File: src/rtl/burst_addr_pkg.sv
package burst_addr_pkg;
  typedef struct packed {
    logic load;
    logic step;
    logic linear;
  } ctlStrobes_t;
endpackage

File: src/rtl/burst_ctl.sv
module burst_ctl
  import burst_addr_pkg::*;
(
  input  logic        startAN,
  input  logic        startBN,
  input  logic        advN,
  input  logic        linearN,
  input  logic        chipSel,
  output ctlStrobes_t strobes
);
  logic loadReq;

  // Strobe A needs chip select; strobe B does not.
  assign loadReq        = ~startBN | (~startAN & chipSel);
  assign strobes.load   = loadReq;
  // Load has priority over advance.
  assign strobes.step   = ~advN & ~loadReq;
  assign strobes.linear = ~linearN;
endmodule

File: src/rtl/burst_dp.sv
module burst_dp
  import burst_addr_pkg::*;
#(
  parameter int ADDR_W  = 20,
  parameter int BURST_W = 2
) (
  input  logic              clk,
  input  logic              rstN,
  input  ctlStrobes_t       strobes,
  input  logic [ADDR_W-1:0] addrIn,
  output logic [ADDR_W-1:0] addrOut
);
  localparam int UPPER_W = ADDR_W - BURST_W;

  logic [ADDR_W-1:0]  baseAddr;
  logic [BURST_W-1:0] beatCnt;
  logic [BURST_W-1:0] burstField;

  always_ff @(posedge clk) begin
    if (!rstN) begin
      baseAddr <= '0;
      beatCnt  <= '0;
    end else if (strobes.load) begin
      baseAddr <= addrIn;
      beatCnt  <= '0;
    end else if (strobes.step) begin
      beatCnt  <= beatCnt + 1'b1;
    end
  end

  always_comb begin
    if (strobes.linear) burstField = baseAddr[BURST_W-1:0] + beatCnt;
    else                burstField = baseAddr[BURST_W-1:0] ^ beatCnt;
  end

  generate
    if (UPPER_W > 0) begin : g_upper
      assign addrOut = {baseAddr[ADDR_W-1:BURST_W], burstField};
    end else begin : g_noUpper
      assign addrOut = burstField;
    end
  endgenerate
endmodule

File: src/rtl/burst_addr_gen.sv
module burst_addr_gen
  import burst_addr_pkg::*;
#(
  parameter int ADDR_W  = 20,
  parameter int BURST_W = 2
) (
  input  logic              clk,
  input  logic              rstN,
  input  logic [ADDR_W-1:0] addrIn,
  input  logic              startAN,
  input  logic              startBN,
  input  logic              advN,
  input  logic              linearN,
  input  logic              chipSel,
  output logic [ADDR_W-1:0] addrOut
);
  ctlStrobes_t strobes;

  burst_ctl u_ctl (
    .startAN (startAN),
    .startBN (startBN),
    .advN    (advN),
    .linearN (linearN),
    .chipSel (chipSel),
    .strobes (strobes)
  );

  burst_dp #(.ADDR_W(ADDR_W), .BURST_W(BURST_W)) u_dp (
    .clk     (clk),
    .rstN    (rstN),
    .strobes (strobes),
    .addrIn  (addrIn),
    .addrOut (addrOut)
  );
endmodule

File: config.mk
export PLATFORM = sky130hd
export DESIGN_NAME = burst_addr_gen
export DESIGN_NICKNAME = d
export VERILOG_FILES = /design/src/rtl/burst_addr_pkg.sv /design/src/rtl/burst_ctl.sv /design/src/rtl/burst_dp.sv /design/src/rtl/burst_addr_gen.sv
export SDC_FILE = /design/constraint.sdc
export NUM_CORES = 1
export LEC_CHECK = 0
export BUFFER_PORTS_ARGS = -buffer_cell sky130_fd_sc_hd__buf_2
export CAP_MARGIN = 25
export CORE_ASPECT_RATIO = 1.5
export CORE_UTILIZATION = 29
export DETAILED_ROUTE_END_ITERATION = 6
export GPL_TIMING_DRIVEN = 0
export PLACE_DENSITY = 0.62
export SYNTH_ARGS = -nofsm -noshare
export SYNTH_HDL_FRONTEND = slang
export SYNTH_SLANG_ARGS = --single-unit
File: constraint.sdc
create_clock -name clk -period 1.3 [get_ports clk]
set_input_delay 0.26 -clock clk [delete_from_list [all_inputs] [get_ports clk]]
set_output_delay 0.26 -clock clk [all_outputs]
set_load 0.05 [all_outputs]
# Yosys cells after proc, flatten, opt, wreduce, memory -nomap -nowiden
# Cells that the tools add are included.
[totals]
elab_cells = 15
output_inout_bits = 20
regBits = 22
inputBits = 27
[classes]
mux = 1
n_reduce_logical = 1
bitwise = 9
add_sub_neg = 2
[op_table]
columns = ["operator", "n"]
rows = [
  ["$not A1 Y1", 5],
  ["$add A2 B1 Y2 const B", 1],
  ["$add A2 B2 Y2", 1],
  ["$and A1 B1 Y1", 2],
  ["$mux W2", 1],
  ["$reduce_or A2 Y1", 1],
  ["$xor A2 B2 Y2", 1],
  ["$or A1 B1 Y1", 1],
]

# Logic depth before layout (Yosys ltp)
[logic_depth]
ltp_word = 5
mapped_depth = 4
mapped_depth_nobuf = 3

# Cells and area by module
# A second synthesis with hierarchy kept.
[hier_totals]
hier_cells = 101
hier_area_um2 = 1079.8
[modules_own_cells]
columns = ["mod", "n_inst", "seq_area_each_um2", "cells_per_inst", "area_each_um2"]
rows = [
  ["burst_dp", 1, 440.4, 95, 1046.0],
  ["burst_ctl", 1, 0.0, 6, 33.8],
]

# Worst setup path before layout
# No wires, ideal clock.
[synth_path]
path_type = "register to output"
from = "register u_dp.beatCnt[0]"
to = "output addrOut[1]"
path_stages_with_launch = 4
arrival_ns = 1.441
t_required_ns = 1.040
n_path_buf = 0
setup_slack_ns = -0.401
path_cell_list = "dfxtp_1 ha_1 nor2b_1 xnor2_1"
[synth_via]
elab_chain_cells = 2
[synth_lines]
columns = ["element", "line_no", "rtl"]
rows = [
  ["start: declaration", "burst_dp.sv:16", "logic [BURST_W-1:0] beatCnt;"],
  ["start signal: assignment", "burst_dp.sv:27", "beatCnt <= beatCnt + 1'b1;"],
  ["$add A2 B2 Y2", "burst_dp.sv:32", "if (strobes.linear) burstField = baseAddr[BURST_W-1:0] + beatCnt;"],
  ["$mux W2", "burst_dp.sv:32", ""],
  ["end: declaration", "burst_addr_gen.sv:15", "output logic [ADDR_W-1:0] addrOut"],
]
# Every way passes these cells.

# Worst setup path in the final report
[layout_path]
from = "register u_dp.baseAddr[0]"
to = "output addrOut[1]"
[layout_via]
elab_chain_cells = 2
[layout_lines]
columns = ["element", "line_no", "rtl"]
rows = [
  ["start: declaration", "burst_dp.sv:15", "logic [ADDR_W-1:0] baseAddr;"],
  ["start signal: assignment", "burst_dp.sv:24", "baseAddr <= addrIn;"],
  ["$add A2 B2 Y2", "burst_dp.sv:32", ""],
  ["$mux W2", "burst_dp.sv:32", ""],
]
# Every way passes these cells.

==> results_dict.tcl <==
set metrics [dict create \
    start_kind "flop" \
    synth_cells 118 \
    p_total_w 0.00160 \
    fin_crit_sh_pct 112 \
    reg2reg_from "u_dp.beatCnt[0]" \
    synth_top_area_share_pct 40.5 \
    grt_overflow 0 \
    setup_viol 1 \
    ir_drop_mv 0.623 \
    worstSkewPairLatency_ns 0.25 \
    num_io_pins 47 \
    synth_common_cells "40 x nand2_1, 22 x buf_4, 22 x dfxtp_1" \
    grt_pass1_vias 924 \
    clock-sinks 22 \
    yosysMostFrequentCell "nand2_1" \
    synth-edff-count 0 \
    crit_chain "ha_4, nor2b_4, xnor2_4, buf_6" \
    min_period_ns 1.46 \
    place_congestion 0.643 \
    syn_avg_cell_area_um2 9.22 \
    die_h_um 77.0 \
    switching_share_pct 30.5 \
    drt-total-wl_um 2130 \
    drive_gt1_share_pct 49.7 \
    combPwrFrac_pct 28.5 \
    final_antenna_net_count 0 \
    p_clk_share_pct 25.0 \
    ff2ff_path_depth 4 \
    ys_ff_latch 22 \
    worstHoldPathType "primary input to flop" \
    critPathCaptureType "output port" \
    worstPathArrival_ns 1.20 \
    cts_max_level 1 \
    r2r_setup_slack_ns 0.33 \
    die_w_um 52.0 \
    cts_buffer_depth 2 \
    powerDensity_nw_per_um2 1090 \
    finalInstanceArea_um2 1480 \
    synth_cell_types 13 \
    criticalPathCategory "flop to output port" \
    min_to "u_dp.baseAddr[0]" \
    detail_route.iter0.violations 7 \
    cts_tree "built" \
    fin_worst_skew_ns 0.000252 \
    rsz0062_at_grt "yes" \
    path_clk_slew_ns 0.07 \
    ys_seq_area_share_pct 40.5 \
    numPortBuffers 45 \
    worst_slack_ns -0.160 \
    synth_area_leaders "dfxtp_1 40%, mux2i_1 18%, buf_4 15%, nand2_1 14%, xnor2_1 3.2%" \
    synth_warnings 0 \
    p_sw_w 0.000490 \
    syn2layout_area_growth_pct 35.6 \
    clockRootBuffer "clkbuf_8" \
    cts_inserted_buffers 3 \
    sequentialPowerShare_pct 46.6 \
    hold_depth 3 \
    worst_pin_slew_ns 0.276 \
    hold_viol 0 \
    antenna_found_initial 0 \
    wl_per_cell_um 10.2 \
    timing.rr.end "u_dp.beatCnt[1]" \
    insertedDiodeCount 0 \
    syn_nets 146 \
    hpwl_um 1700 \
    slowest_stage "dfxtp_2" \
    dieArea_um2 4010 \
    netlist_area_um2 1090 \
    routed_via_density 4.21 \
    core_region_area_um2 3480 \
    hp-start "addrIn[0]" \
    required_ns 1.04 \
    grt_pass1_wl_um 3750 \
    post-route-util_pct 42.4 \
    cp_max_fo 2 \
    fmax_mhz 685 \
    async_reset_ff_share_pct 0 \
    nNetsFinal 197 \
    slew_violations 0 \
    violations "setup timing" \
    max_stage_delay_ns 0.36 \
    synthFlopType "dfxtp_1" \
    drc_errors 0 \
    place_area_um2 1390 \
    max_slew_margin_pct 81.5 \
    p_int_w 0.00111 \
    grt_start_max_net_pins 12 \
    p_leak_nw 0.758 \
    holdWs_ns 0.240 \
    synth_top_cell_by_area "dfxtp_1" \
    row_count 26 \
    num_vias 880 \
    maxCapViolations 0 \
    grt_use_total_pct 11.9 \
    firstDrtPassIters 2 \
    start_util_pct 31.3 \
    run_status "finished with violations" \
]
-- power groups by stage --
stage / Combinational, W / Sequential [W] / Clock [W]
after floorplan: 0.000351 / 0.000753 / 0
after global placement: 0.000438 / 0.000756 / 0
after detailed placement: 0.000446 / 0.000759 / 0
after CTS: 0.000464 / 0.000747 / 0.000422
after global routing: 0.000487 / 0.000752 / 0.000440
final: 0.000456 / 0.000746 / 0.000400
-- cells by family (layout without fill, tap and decap cells) --
group / Yosys count / count (layout) / share of synthesized area, %
mux: 20 / 20 / 18.4
buf+inv: 26 / 75 / 18.7
flops: 22 / 22 / 40.5
compound gates: 1 / 1 / 1.72
xor+xnor: 4 / 4 / 3.22
fa+ha+maj: 1 / 1 / 1.15
simple gates: 44 / 44 / 16.3
-- state kept, by name (all words and copies together), names as in the netlist --
| signal | cells |
|---|---|
| u_dp.beatCnt | 2 |
| u_dp.baseAddr | 20 |
-- layer usage --
| layer | up-vias | routed length, µm | global-route usage [%] |
|---|---|---|---|
| li1 | 453 | - | - |
| met1 | 401 | 795 | 11.7 |
| met2 | 24 | 1200 | 22.9 |
| met3 | 2 | 111 | 2.58 |
| met4 | 0 | 21 | 4.05 |
| met5 | - | 0 | 0 |
-- stage by stage --
stage          instances  setup TNS (ns)  setup WS (ns)
2_1_floorplan        118               0         0.0282
3_3_place_gp         205          -0.174         -0.174
3_5_place_dp         205          -0.186         -0.186
4_1_cts              209          -0.177         -0.177
5_1_grt              209          -0.215         -0.215
6_report             209          -0.160         -0.160
-- what timing repair did --
| action | 4_1_cts | 5_1_grt |
|---|---|---|
| gates cloned | 0 | 0 |
| setup buffers | 1 | 0 |
| pin swaps | 2 | 1 |
| setup endpoints to repair | 2 | 1 |
| hold buffers | 0 | 0 |
| gates resized for setup | 11 | 0 |
-- critical path: cells and delay by family (launching register included) --
kind | cells | cell delay, ns
flops | 1 | 0.36
simple gates | 1 | 0.17
buf+inv | 1 | 0.17
fa+ha+maj | 1 | 0.13
xor+xnor | 1 | 0.12
-- placed cells by master (no fill, tap or decap), drive strengths merged --
cell type  count
and3           2
mux2i         20
xnor2          4
inv            1
a21boi         1
nand2b         1
clkbuf         3
buf           71
nor2b          1
nand2         40
ha             1
dfxtp         22
-- final cells by class --
cell class / count / area, µm²
buffer: 25 / 200
clock buffer: 3 / 41.3
fill: 342 / 2000
inverter: 1 / 3.75
multi-input combinational: 70 / 490
sequential: 22 / 443
tap: 42 / 52.6
timing repair buffer: 46 / 245
-- worst max path at each step --
stage / from / to / slack, ns / cells past startpoint
after global routing: u_dp.baseAddr[0] / addrOut[1] / -0.21 / 4
after floorplan: u_dp.beatCnt[0] / addrOut[1] / 0.03 / 3
after detailed placement: u_dp.beatCnt[0] / addrOut[1] / -0.19 / 4
after global placement: u_dp.beatCnt[0] / addrOut[1] / -0.17 / 4
final: u_dp.baseAddr[0] / addrOut[1] / -0.16 / 4
after CTS: u_dp.baseAddr[0] / addrOut[1] / -0.18 / 4
(Power assumes the default switching activity.)
